## src/rtl/pid_pkg.sv

```systemverilog
package pid_pkg;
  typedef enum logic [1:0] {
    SYM_DROP = 2'd0,
    SYM_ZERO = 2'd1,
    SYM_ONE  = 2'd2
  } sym_e;
endpackage

```

## src/rtl/pid_interval_timer.sv

```systemverilog
module pid_interval_timer #(
  parameter int EOF_LIM = 20,
  parameter int CNT_W   = $clog2(EOF_LIM + 2)
) (
  input  logic             clk,
  input  logic             rst,
  input  logic             field_in,
  input  logic             carrier_tick,
  output logic             edge_seen,
  output logic [CNT_W-1:0] run_cnt,
  output logic             meas_ovf,
  output logic             eof_hit
);
  localparam logic [CNT_W-1:0] EOF_C = CNT_W'(EOF_LIM);
  localparam logic [CNT_W-1:0] SAT_C = CNT_W'(EOF_LIM + 1);
  localparam logic [CNT_W-1:0] ONE_C = CNT_W'(1);

  logic field_q;
  logic [CNT_W-1:0] cnt_q;
  logic ovf_q;

  // rising edge of the field, seen in the cycle the input first reads high
  assign edge_seen = field_in & ~field_q;
  // timeout: a tick would carry the count past the limit and no edge competes
  assign eof_hit   = carrier_tick & ~edge_seen & (cnt_q == EOF_C);
  assign run_cnt   = cnt_q;
  assign meas_ovf  = ovf_q;

  always_ff @(posedge clk) begin
    if (rst) begin
      field_q <= 1'b0;
      cnt_q   <= '0;
      ovf_q   <= 1'b0;
    end else begin
      field_q <= field_in;
      if (edge_seen) begin
        cnt_q <= carrier_tick ? ONE_C : '0;
      end else if (carrier_tick && (cnt_q != SAT_C)) begin
        cnt_q <= cnt_q + ONE_C;
      end
      if (edge_seen) begin
        ovf_q <= 1'b0;
      end else if (eof_hit) begin
        ovf_q <= 1'b1;
      end
    end
  end
endmodule

```

## src/rtl/pid_classifier.sv

```systemverilog
module pid_classifier
  import pid_pkg::*;
#(
  parameter int ZERO_MIN = 6,
  parameter int ONE_MIN  = 12,
  parameter int EOF_LIM  = 20,
  parameter int CNT_W    = $clog2(EOF_LIM + 2)
) (
  input  logic [CNT_W-1:0] len,
  input  logic             ovf,
  output sym_e             sym
);
  localparam logic [CNT_W-1:0] ZERO_C = CNT_W'(ZERO_MIN);
  localparam logic [CNT_W-1:0] ONE_C  = CNT_W'(ONE_MIN);
  localparam logic [CNT_W-1:0] EOF_C  = CNT_W'(EOF_LIM);

  always_comb begin
    if (ovf || (len > EOF_C) || (len < ZERO_C)) begin
      sym = SYM_DROP;
    end else if (len >= ONE_C) begin
      sym = SYM_ONE;
    end else begin
      sym = SYM_ZERO;
    end
  end
endmodule

```

## src/rtl/pid_frame_packer.sv

```systemverilog
module pid_frame_packer #(
  parameter int FRAME_BYTES = 10,
  parameter int NBITS       = 8 * FRAME_BYTES,
  parameter int POS_W       = $clog2(NBITS + 1)
) (
  input  logic             clk,
  input  logic             rst,
  input  logic             bit_vld,
  input  logic             bit_val,
  input  logic             eof_hit,
  output logic             frame_valid,
  output logic [POS_W-1:0] frame_bits,
  output logic [NBITS-1:0] frame_data,
  output logic [POS_W-1:0] bit_pos
);
  localparam logic [POS_W-1:0] FULL_C = POS_W'(NBITS);
  localparam logic [POS_W-1:0] STEP_C = POS_W'(1);

  logic [NBITS-1:0] frame_q;
  logic [NBITS-1:0] wr_mask;
  logic [POS_W-1:0] pos_q;
  logic             room;

  // one write-enable per buffer position, most significant bit of each byte first
  for (genvar p = 0; p < NBITS; p++) begin : g_pos
    assign wr_mask[(p / 8) * 8 + 7 - (p % 8)] = (pos_q == POS_W'(p));
  end

  assign room    = (pos_q != FULL_C);
  assign bit_pos = pos_q;

  always_ff @(posedge clk) begin
    if (rst) begin
      frame_q     <= '0;
      pos_q       <= '0;
      frame_valid <= 1'b0;
      frame_bits  <= '0;
      frame_data  <= '0;
    end else begin
      frame_valid <= 1'b0;
      if (eof_hit) begin
        if (pos_q != '0) begin
          frame_valid <= 1'b1;
          frame_bits  <= pos_q;
          frame_data  <= frame_q;
        end
        frame_q <= '0;
        pos_q   <= '0;
      end else if (bit_vld && room) begin
        frame_q <= (frame_q & ~wr_mask) | (bit_val ? wr_mask : '0);
        pos_q   <= pos_q + STEP_C;
      end
    end
  end
endmodule

```

## src/rtl/pulse_interval_decoder.sv

```systemverilog
module pulse_interval_decoder
  import pid_pkg::*;
#(
  parameter int FRAME_BYTES = 10,
  parameter int ZERO_MIN    = 6,
  parameter int ONE_MIN     = 12,
  parameter int EOF_LIM     = 20
) (
  input  logic                                 clk,
  input  logic                                 rst,
  input  logic                                 field_in,
  input  logic                                 carrier_tick,
  output logic                                 frame_valid,
  output logic [$clog2(8*FRAME_BYTES+1)-1:0]   frame_bits,
  output logic [8*FRAME_BYTES-1:0]             frame_data
);
  localparam int NBITS = 8 * FRAME_BYTES;
  localparam int POS_W = $clog2(NBITS + 1);
  localparam int CNT_W = $clog2(EOF_LIM + 2);

  logic             edge_seen;
  logic [CNT_W-1:0] run_cnt;
  logic             meas_ovf;
  logic             eof_hit;
  sym_e             sym;
  logic             bit_vld;
  logic             bit_val;
  logic [POS_W-1:0] bit_pos;

  pid_interval_timer #(
    .EOF_LIM (EOF_LIM),
    .CNT_W   (CNT_W)
  ) timer_i (
    .clk          (clk),
    .rst          (rst),
    .field_in     (field_in),
    .carrier_tick (carrier_tick),
    .edge_seen    (edge_seen),
    .run_cnt      (run_cnt),
    .meas_ovf     (meas_ovf),
    .eof_hit      (eof_hit)
  );

  pid_classifier #(
    .ZERO_MIN (ZERO_MIN),
    .ONE_MIN  (ONE_MIN),
    .EOF_LIM  (EOF_LIM),
    .CNT_W    (CNT_W)
  ) class_i (
    .len (run_cnt),
    .ovf (meas_ovf),
    .sym (sym)
  );

  assign bit_vld = edge_seen && (sym != SYM_DROP);
  assign bit_val = (sym == SYM_ONE);

  pid_frame_packer #(
    .FRAME_BYTES (FRAME_BYTES),
    .NBITS       (NBITS),
    .POS_W       (POS_W)
  ) pack_i (
    .clk         (clk),
    .rst         (rst),
    .bit_vld     (bit_vld),
    .bit_val     (bit_val),
    .eof_hit     (eof_hit),
    .frame_valid (frame_valid),
    .frame_bits  (frame_bits),
    .frame_data  (frame_data),
    .bit_pos     (bit_pos)
  );
endmodule

```

## config.mk

```make
export PLATFORM = sky130hd
export DESIGN_NAME = pulse_interval_decoder
export DESIGN_NICKNAME = d
export VERILOG_FILES = /design/src/rtl/pid_pkg.sv /design/src/rtl/pid_interval_timer.sv /design/src/rtl/pid_classifier.sv /design/src/rtl/pid_frame_packer.sv /design/src/rtl/pulse_interval_decoder.sv
export SDC_FILE = /design/constraint.sdc
export NUM_CORES = 1
export LEC_CHECK = 0
export BUFFER_PORTS_ARGS = -buffer_cell sky130_fd_sc_hd__clkbuf_2
export CORE_UTILIZATION = 57
export DETAILED_ROUTE_END_ITERATION = 6
export GPL_ROUTABILITY_DRIVEN = 0
export MAX_ROUTING_LAYER = met4
export PLACE_DENSITY = 0.78
export SLEW_MARGIN = 20
export SYNTH_ARGS = -nofsm -noshare
export SYNTH_HDL_FRONTEND = slang
export SYNTH_HIERARCHICAL = 1
export SYNTH_SLANG_ARGS = --single-unit
```

## constraint.sdc

```tcl
create_clock -name clk -period 6.9 [get_ports clk]
set_clock_uncertainty 0.1 [all_clocks]
set_input_delay 1.725 -clock clk [delete_from_list [all_inputs] [get_ports clk]]
set_output_delay 1.725 -clock clk [all_outputs]
set_load 0.1 [all_outputs]
```

; ---- Word level (Yosys, flattened, before mapping)
; Index checks and enable logic that the tools add are counted.
[word_totals]
elab_cells = 125
register_bits = 182
output_inout_bits = 88
input_bits = 4
[classes]
order_cmp = 3
n_mux = 7
addsub = 2
bitwise_logic = 9
eq_ne = 83
n_reduce_logical = 13
[op_table]
columns = operator, count
row1 = == test 7 x 6 -> 1 bit (second input constant), 32
row2 = == test 7 x 5 -> 1 bit (second input constant), 16
row3 = == test 7 bit (second input constant), 16
row4 = AND 80 bit, 1
row5 = two-way mux 80 bit, 1
row6 = inverter 80 bit, 1
row7 = bitwise OR 80 bit, 1
row8 = == test 7 x 4 -> 1 bit (second input constant), 8
row9 = == test 7 x 3 -> 1 bit (second input constant), 4
row10 = == test 7 x 2 -> 1 bit (second input constant), 2
row11 = two-way mux 5 bit, 2
row12 = adder 7 x 1 -> 7 bit (second input constant), 1
row13 = == test 7 x 1 -> 1 bit (second input constant), 1
row14 = logical NOT 7 bit, 1
row15 = != test 7 bit (second input constant), 1
row16 = nonzero test 7 bit, 1
row17 = OR reduction 2 bit, 3
row18 = adder 5 x 1 -> 5 bit (second input constant), 1
row19 = == test 5 bit (second input constant), 1
row20 = greater-or-equal comparator 5 x 4 -> 1 bit (second input constant), 1
row21 = greater-than comparator 5 bit (second input constant), 1
row22 = less-than comparator 5 x 3 -> 1 bit (second input constant), 1
row23 = != test 5 bit (second input constant), 1
row24 = two-way mux 2 bit, 2
row25 = other kinds (8), 17

; ---- Longest topological paths before layout
; Gate-level depths: netlist of run 1.
[depth]
word_depth = 7
mapped_depth = 10

; ---- Modules after synthesis
; The synthesis of run 1 kept the hierarchy.
[modules_own_cells]
columns = mod, area_each_um2, seq_area_each_um2, n_inst, cells_per_inst
row1 = pid_frame_packer, 7581.0, 3503.4, 1, 834
row2 = pid_interval_timer, 367.9, 140.1, 1, 43
row3 = pid_classifier, 51.3, 0.0, 1, 7
row4 = pulse_interval_decoder, 13.8, 0.0, 1, 2

; ---- Worst setup path before layout of run 1
; No wires, ideal clock.
[synth_path]
kind = in2reg
startpoint = input field_in
endpoint = register with a tool-made name
slack_ns = 3.507
arrival_ns = 3.222
path_stages = 9
path_buffers = 3
setup_ns = 0.070
t_required_ns = 6.730
path_cell_list = nand2b_1 > inv_1 > o21a_1 > buf_2 > clkbuf_1 > and4bb_2 > buf_1 > nand3_1 > a21oi_1
[synth_rtl]
columns = element, line_no
row1 = from (decl), pulse_interval_decoder.sv:11  ; input logic field_in,

; ---- Worst setup path after layout of run 1
[layout_path]
startpoint = input carrier_tick
endpoint = register pack_i.frame_data[19]
[layout_between]
elab_chain_len = 3
[layout_rtl]
columns = element, line_no
row1 = from (decl), pulse_interval_decoder.sv:12  ; input logic carrier_tick,
row2 = AND 1 bit (2 in series), pid_interval_timer.sv:25  ; assign eof_hit = carrier_tick & ~edge_seen & (cnt_q == EOF_C);
row3 = via eof_hit, pulse_interval_decoder.sv:24  ; logic eof_hit;
row4 = AND reduction 2 bit (no line), -
row5 = to (signal assigned), pid_frame_packer.sv:45  ; frame_data <= frame_q;
row6 = to (decl), pid_frame_packer.sv:13  ; output logic [NBITS-1:0] frame_data,
; The timed path passes the listed nets, and every way through them passes these cells.
; A chain may end at the register's enable or synchronous reset.

==> results.ini, run 1 <==
[clock_network]
cts_buffers=17
cts_resized=0
cts_root_buffer=clkbuf_16
cts_tree=yes
post-cts-setup-buffers=0
htreeDepth=4
clockBufferDepth=2
path_clk_slew_ns=0.06
worstSkewPairLatency_ns=0.43
clock-sinks=182
postCtsHoldBufs=0

[timing]
rsz0062_at_grt=false
period_needed_ns=3.89
relSlewSlack_pct=28.0
hold_slack_ns=0.370
period_share_pct=56.3
hold_viol_final=0
slew_viol_final=0
tightest_slew_ns=1.08
setup-tns-final_ns=0
setup_viol=0
fmax_mhz=257

[worst_setup_path]
r2r_start=timer_i/run_cnt[2]
cp_slowest_cell=o31a_2
critPathMaxStageDelay_ns=0.93
arrival_ns=4.14
critical_path_required_ns=7.15
cp_max_fo=56
crit_path_cell_trace=clkbuf_2 > nand4_1 > nor2_1 > o31a_2 > buf_12 > mux2i_1
cp_top_family=compound AO/OA/AOI/OAI gates
cp-start-kind=primary input
worst-path-buf-inv=2
end_kind=register
criticalPathCategory=primary input to register
startpoint=carrier_tick

[grt]
grt_pass1_wl_um=30100
grt_overflow_total=0
grt_start_max_net_pins=110
grt_pass1_vias=5776
antenna_found_initial=0
track_usage_pct=27.9

[place]
dp_hpwl_um=11600
dp_cells=1081
portBuffers=91

[die]
start_util_pct=59.6
die_width_um=121
num_io_pins=92
core-area_mm2=0.0135
die_height_um=121
dieArea_mm2=0.0145
row_count=42

[power_and_ir_drop]
p_leak_nw=3.05
p_per_area_mw_per_mm2=230
totalPowerFinal_mw=2.08
vdd_drop_max_mv=0.165

[synthesis]
syn_area_mm2=0.00801
synthFlopType=dfxtp_1
ys_types=45
ys_seq_elements=182
syn_avg_cell_area_um2=9.05
syn_nets=897
async_flop_share_pct=0
synth_warnings=6
synth-edff-count=0
syn_inst=886
seq_area_frac_synth_pct=45.5

[layout]
drive_gt1_share_pct=15.3
fin_nets=935
layout.cells.non_filler=1113
area.growth.synth_to_final_pct=12.9
antenna_cells=0

[detailed_routing]
drtPass1Iterations=5
drtAntennaViolNets=0
dr_total_vias=6464
via_per_inst=5.81
wl_per_cell_um=17.3
routed_wl_um=19200
drc=0
dr.first_iter.drc_count=840

[run_status]
outcome=finished clean

[run]
maxCapViolations=0

[hold_path]
hp-class=register to register

-- layer usage --
layer / GRT usage [%] / vias to the layer above / wire [um]
met3: 5.24 / 42 / 1510
met5: - / - / 0
met4: 11.3 / 0 / 520
met1: 37.3 / 3026 / 8310
met2: 41.6 / 250 / 8880
li1: - / 3146 / -
-- metrics by stage --
step / util (%) / instance area (um2) / setup slack (ns)
final: 67.3 / 9050 / 3.01
after global routing: 67.3 / 9050 / 2.84
after CTS: 67.3 / 9050 / 3.03
after detailed placement: 62.8 / 8440 / 2.64
after global placement: 62.8 / 8440 / 2.73
after floorplan: - / 8010 / 3.51
-- worst paths after layout --
| path | to | slack (ns) | depth (start not counted) |
|---|---|---|---|
| max | pack_i/frame_data[19] | 3.01 | 6 |
| min | pack_i/frame_data[27] | 0.37 | 2 |
| max reg2reg | register | 3.72 | 6 |
| min reg2reg | pack_i/frame_data[27] | 0.37 | 2 |
-- cells by family after synthesis --
logic type               share of synthesized area, %
buffers and inverters                            4.40
adder cells (fa/ha/maj)                          1.09
AND/OR/NAND/NOR                                  26.4
XOR/XNOR                                        0.328
multiplexers                                     10.6
flip-flops                                       45.5
AO/OA/AOI/OAI                                    11.7
-- Yosys cell counts (2+ instances only) --
cell / n / area [um2]
nand2b_1: 172 / 1080
nor2b_1: 3 / 18.8
dfxtp_1: 182 / 3640
o22ai_1: 4 / 25.0
nand4b_1: 4 / 35.0
buf_2: 12 / 60.1
nor2_1: 8 / 30.0
nand2_1: 15 / 56.3
inv_1: 6 / 22.5
buf_6: 3 / 33.8
nand4_1: 9 / 56.3
xor2_1: 3 / 26.3
mux2i_1: 85 / 851
o21ai_0: 81 / 405
nand3b_1: 10 / 75.1
ha_1: 7 / 87.6
nor4bb_1: 3 / 30.0
or3_1: 3 / 18.8
a21o_1: 2 / 15.0
a21oi_1: 84 / 420
o21a_1: 2 / 15.0
or4b_1: 2 / 20.0
nand4bb_1: 3 / 33.8
or3b_2: 4 / 35.0
and3b_1: 8 / 70.1
nor3b_1: 4 / 30.0
buf_1: 4 / 15.0
nand3_1: 84 / 420
clkbuf_1: 59 / 221
and3_1: 5 / 31.3
-- cells in the final DEF, fill, tap and decap left out, types with 4 or more instances in the layout --
master       n
and3b_1      8
nand3b_1    10
nor2_1       8
or3b_2       4
nand4_1      9
dfxtp_1    182
nand2b_1   172
inv_6        4
clkbuf_2    90
a21oi_1     84
o21ai_0     81
nor3b_1      4
nand4b_1     4
nand2_1     15
nand3_1     84
o22ai_1      4
and3_1       5
inv_1        6
clkbuf_16   17
ha_1         7
mux2i_1     85
buf_4        6
-- layout make-up --
cell class / count / area (um2)
fillers: 1085 / 4400
multi-input cells: 620 / 4040
flip-flops and latches: 182 / 3640
repair buffers: 97 / 515
clock buffers: 20 / 467
well taps: 176 / 220
clock inverters: 12 / 140
inverters: 6 / 22.5
-- worst reg2reg max path, cell delays in order, from the launching register on --
cell	delay (ns)
dfxtp_1	0.50
nand3b_1	0.12
a211oi_1	0.41
o21a_1	0.62
nand4b_1	0.73
o21ai_0	0.43
a21oi_1	0.12
-- where the power goes --
| group | internal, mW | total (mW) | switching (mW) |
|---|---|---|---|
| logic | 0.0180 | 0.0410 | 0.0230 |
| clock network | 0.569 | 0.987 | 0.419 |
| registers | 1.05 | 1.05 | 0.00124 |
| total | 1.64 | 2.08 | 0.443 |
(Power assumes the default switching activity.)
==> inputs of run 2 (changes only) <==
CORE_UTILIZATION = 53   (was 57)
PLACE_DENSITY = 0.76   (was 0.78)
clock period = 3.5 ns   (was 6.9 ns; I/O delays follow)
==> run 2 against run 1 <==
- the flow now finishes with violations (DRC)
- critical path depth unchanged
- flip-flop and latch count unchanged
- worst hold slack better by 0.0013 ns
- final area up 0.91%
- core utilization down 4.9 points
- first-iteration DRC count down 21%
- combinational power up 110%
- power up 93%
- critical path type is now register to register
- die area up 7.4%
- highest routed layer unchanged
- register-to-register slack worse by 2.9 ns
- non-clock buffer count up 11
- routed wire length up 1.6%
==> results.ini, run 2 (synthesis gave the netlist of run 1 again) <==
[detailed_routing]
dr.first_iter.drc_count=667  ; was 840
met3_length_um=1400  ; was 1510 um
wl_met2_um=8970  ; was 8880 um
drtAntennaViolNets=0  ; unchanged
wl_per_cell_um=17.2  ; was 17.3 um
drtPass1Iterations=7  ; was 5
drc=12  ; was 0
via_per_inst=5.70  ; was 5.81
top_layer_used=met4  ; unchanged
routed_wl_um=19500  ; was 19200 um
met1_length_um=8520  ; was 8310 um
dr_total_vias=6449  ; was 6464

[timing]
setup_viol=0  ; unchanged
fmax_mhz=380
setup-tns-final_ns=0  ; unchanged
slew_viol_final=0  ; unchanged
hold_viol_final=0  ; unchanged
rsz0062_at_grt=false  ; unchanged
tightest_slew_ns=1.20  ; was 1.08 ns
period_needed_ns=2.63
period_share_pct=75.2
relSlewSlack_pct=20.0  ; was 28.0%

[power_and_ir_drop]
p_leak_nw=3.09  ; was 3.05 nW
vdd_drop_max_mv=0.328  ; was 0.165 mV
p_per_area_mw_per_mm2=440  ; was 230 mW/mm2

[clock_network]
htreeDepth=4  ; unchanged
postCtsHoldBufs=0  ; unchanged
cts_buffers=17  ; unchanged
cts_tree=yes  ; unchanged
clockBufferDepth=2  ; unchanged
path_clk_slew_ns=0.07  ; was 0.06 ns
worstSkewPairLatency_ns=0.44  ; was 0.43 ns
cts_root_buffer=clkbuf_16  ; unchanged
cts_resized=0  ; unchanged
clock-sinks=182  ; unchanged
post-cts-setup-buffers=0  ; unchanged

[hold_path]
hp-class=register to register  ; unchanged

[worst_setup_path]
cp_max_fo=16  ; was 56
critical_path_required_ns=3.71  ; was 7.15 ns
criticalPathCategory=register to register  ; was primary input to register
cp-start-kind=register  ; was primary input
end_kind=register  ; unchanged
arrival_ns=2.84  ; was 4.14 ns

[run_status]
violations=DRC
outcome=finished with violations  ; was finished clean

[place]
dpl_cell_area_mm2=0.00856  ; was 0.00844 mm2
dp_hpwl_um=12200  ; was 11600 um
portBuffers=91  ; unchanged
dp_cells=1100  ; was 1081

[die]
core-area_mm2=0.0146  ; was 0.0135 mm2
row_count=44  ; was 42
start_util_pct=54.7  ; was 59.6%
num_io_pins=92  ; unchanged
die_width_um=125  ; was 121 um
dieArea_mm2=0.0156  ; was 0.0145 mm2
die_height_um=125  ; was 121 um

[grt]
grt_pass1_vias=5755  ; was 5776
grt_start_max_net_pins=100  ; was 110
grt_overflow_total=0  ; unchanged
track_usage_pct=25.9  ; was 27.9%
grt_pass1_wl_um=30800  ; was 30100 um
antenna_found_initial=0  ; unchanged

[layout]
fillers=1264  ; was 1085
antenna_cells=0  ; unchanged
drive_gt1_share_pct=15.9  ; was 15.3%
final_area_mm2=0.00913  ; was 0.00905 mm2
fin_nets=946  ; was 935
mostFrequentLayoutCells=182 x dfxtp_1, 172 x nand2b_1, 90 x clkbuf_2, 85 x mux2i_1  ; unchanged
area.growth.synth_to_final_pct=14.0  ; was 12.9%
final_common_cell=dfxtp_1  ; unchanged
layout.cells.non_filler=1132  ; was 1113

[run]
maxCapViolations=0  ; unchanged

==> run 2: cell count changes in the layout (fill, tap and decap cells not counted) <==
cell / before / now
inv_6: 4 / 0
bufinv_16: 2 / 1
inv_8: 1 / 0
clkinv_2: 2 / 3
or2_2: 0 / 1
clkbuf_8: 3 / 5
clkbuf_1: 0 / 3
buf_12: 1 / 3
buf_4: 6 / 15
or2_4: 1 / 0
==> run 2: worst paths after layout <==
path / depth (start not counted) / start / end / slack, ns
worst max-delay path: 6 / timer_i/run_cnt[2] / register / 0.87
worst min-delay path: 2 / pack_i/frame_data[54] / pack_i/frame_data[54] / 0.37
worst max register to register: 6 / timer_i/run_cnt[2] / register / 0.87
worst min register to register: 2 / pack_i/frame_data[54] / pack_i/frame_data[54] / 0.37
==> run 2: critical path, cell delays in order (launching register included) <==
cell      delay [ns]
dfxtp_1         0.49
nand3b_1        0.12
a211oi_1        0.42
o21a_1          0.27
or4b_1          0.73
o21ai_0         0.28
a21oi_1         0.09
==> run 2: layout make-up <==
| class | count | area, um2 | area share (%) |
|---|---|---|---|
| multi-input cells | 620 | 4040 | 44.2 |
| flip-flops and latches | 182 | 3640 | 39.9 |
| inverters | 6 | 22.5 | 0.247 |
| clock inverters | 7 | 68.8 | 0.754 |
| well taps | 184 | 230 | 2.52 |
| clock buffers | 25 | 505 | 5.54 |
| repair buffers | 108 | 623 | 6.82 |
==> run 2: layer usage <==
metal  track usage (%)  vias to the layer above
li1                  -                     3168
met1              33.7                     3025
met2              37.3                      204
met3              6.38                       52
met4              12.8                        0
met5                 -                        -
==> run 2: stage by stage <==
stage          hold slack [ns]  setup slack, ns  util, %  power, mW
2_1_floorplan            0.339            0.957        -       2.19
3_3_place_gp             0.358            0.848     58.4       2.21
3_5_place_dp             0.361            0.809     58.4       2.21
4_1_cts                  0.375            0.908     62.4       4.04
5_1_grt                  0.388            0.651     62.4       4.13
6_report                 0.371            0.867     62.4       4.02
==> run 2: power breakdown <==
part | internal, mW | switching [mW] | leakage (nW)
clock network | 1.07 | 0.789 | 0.279
registers | 2.07 | 0.00250 | 1.47
logic | 0.0382 | 0.0461 | 1.34
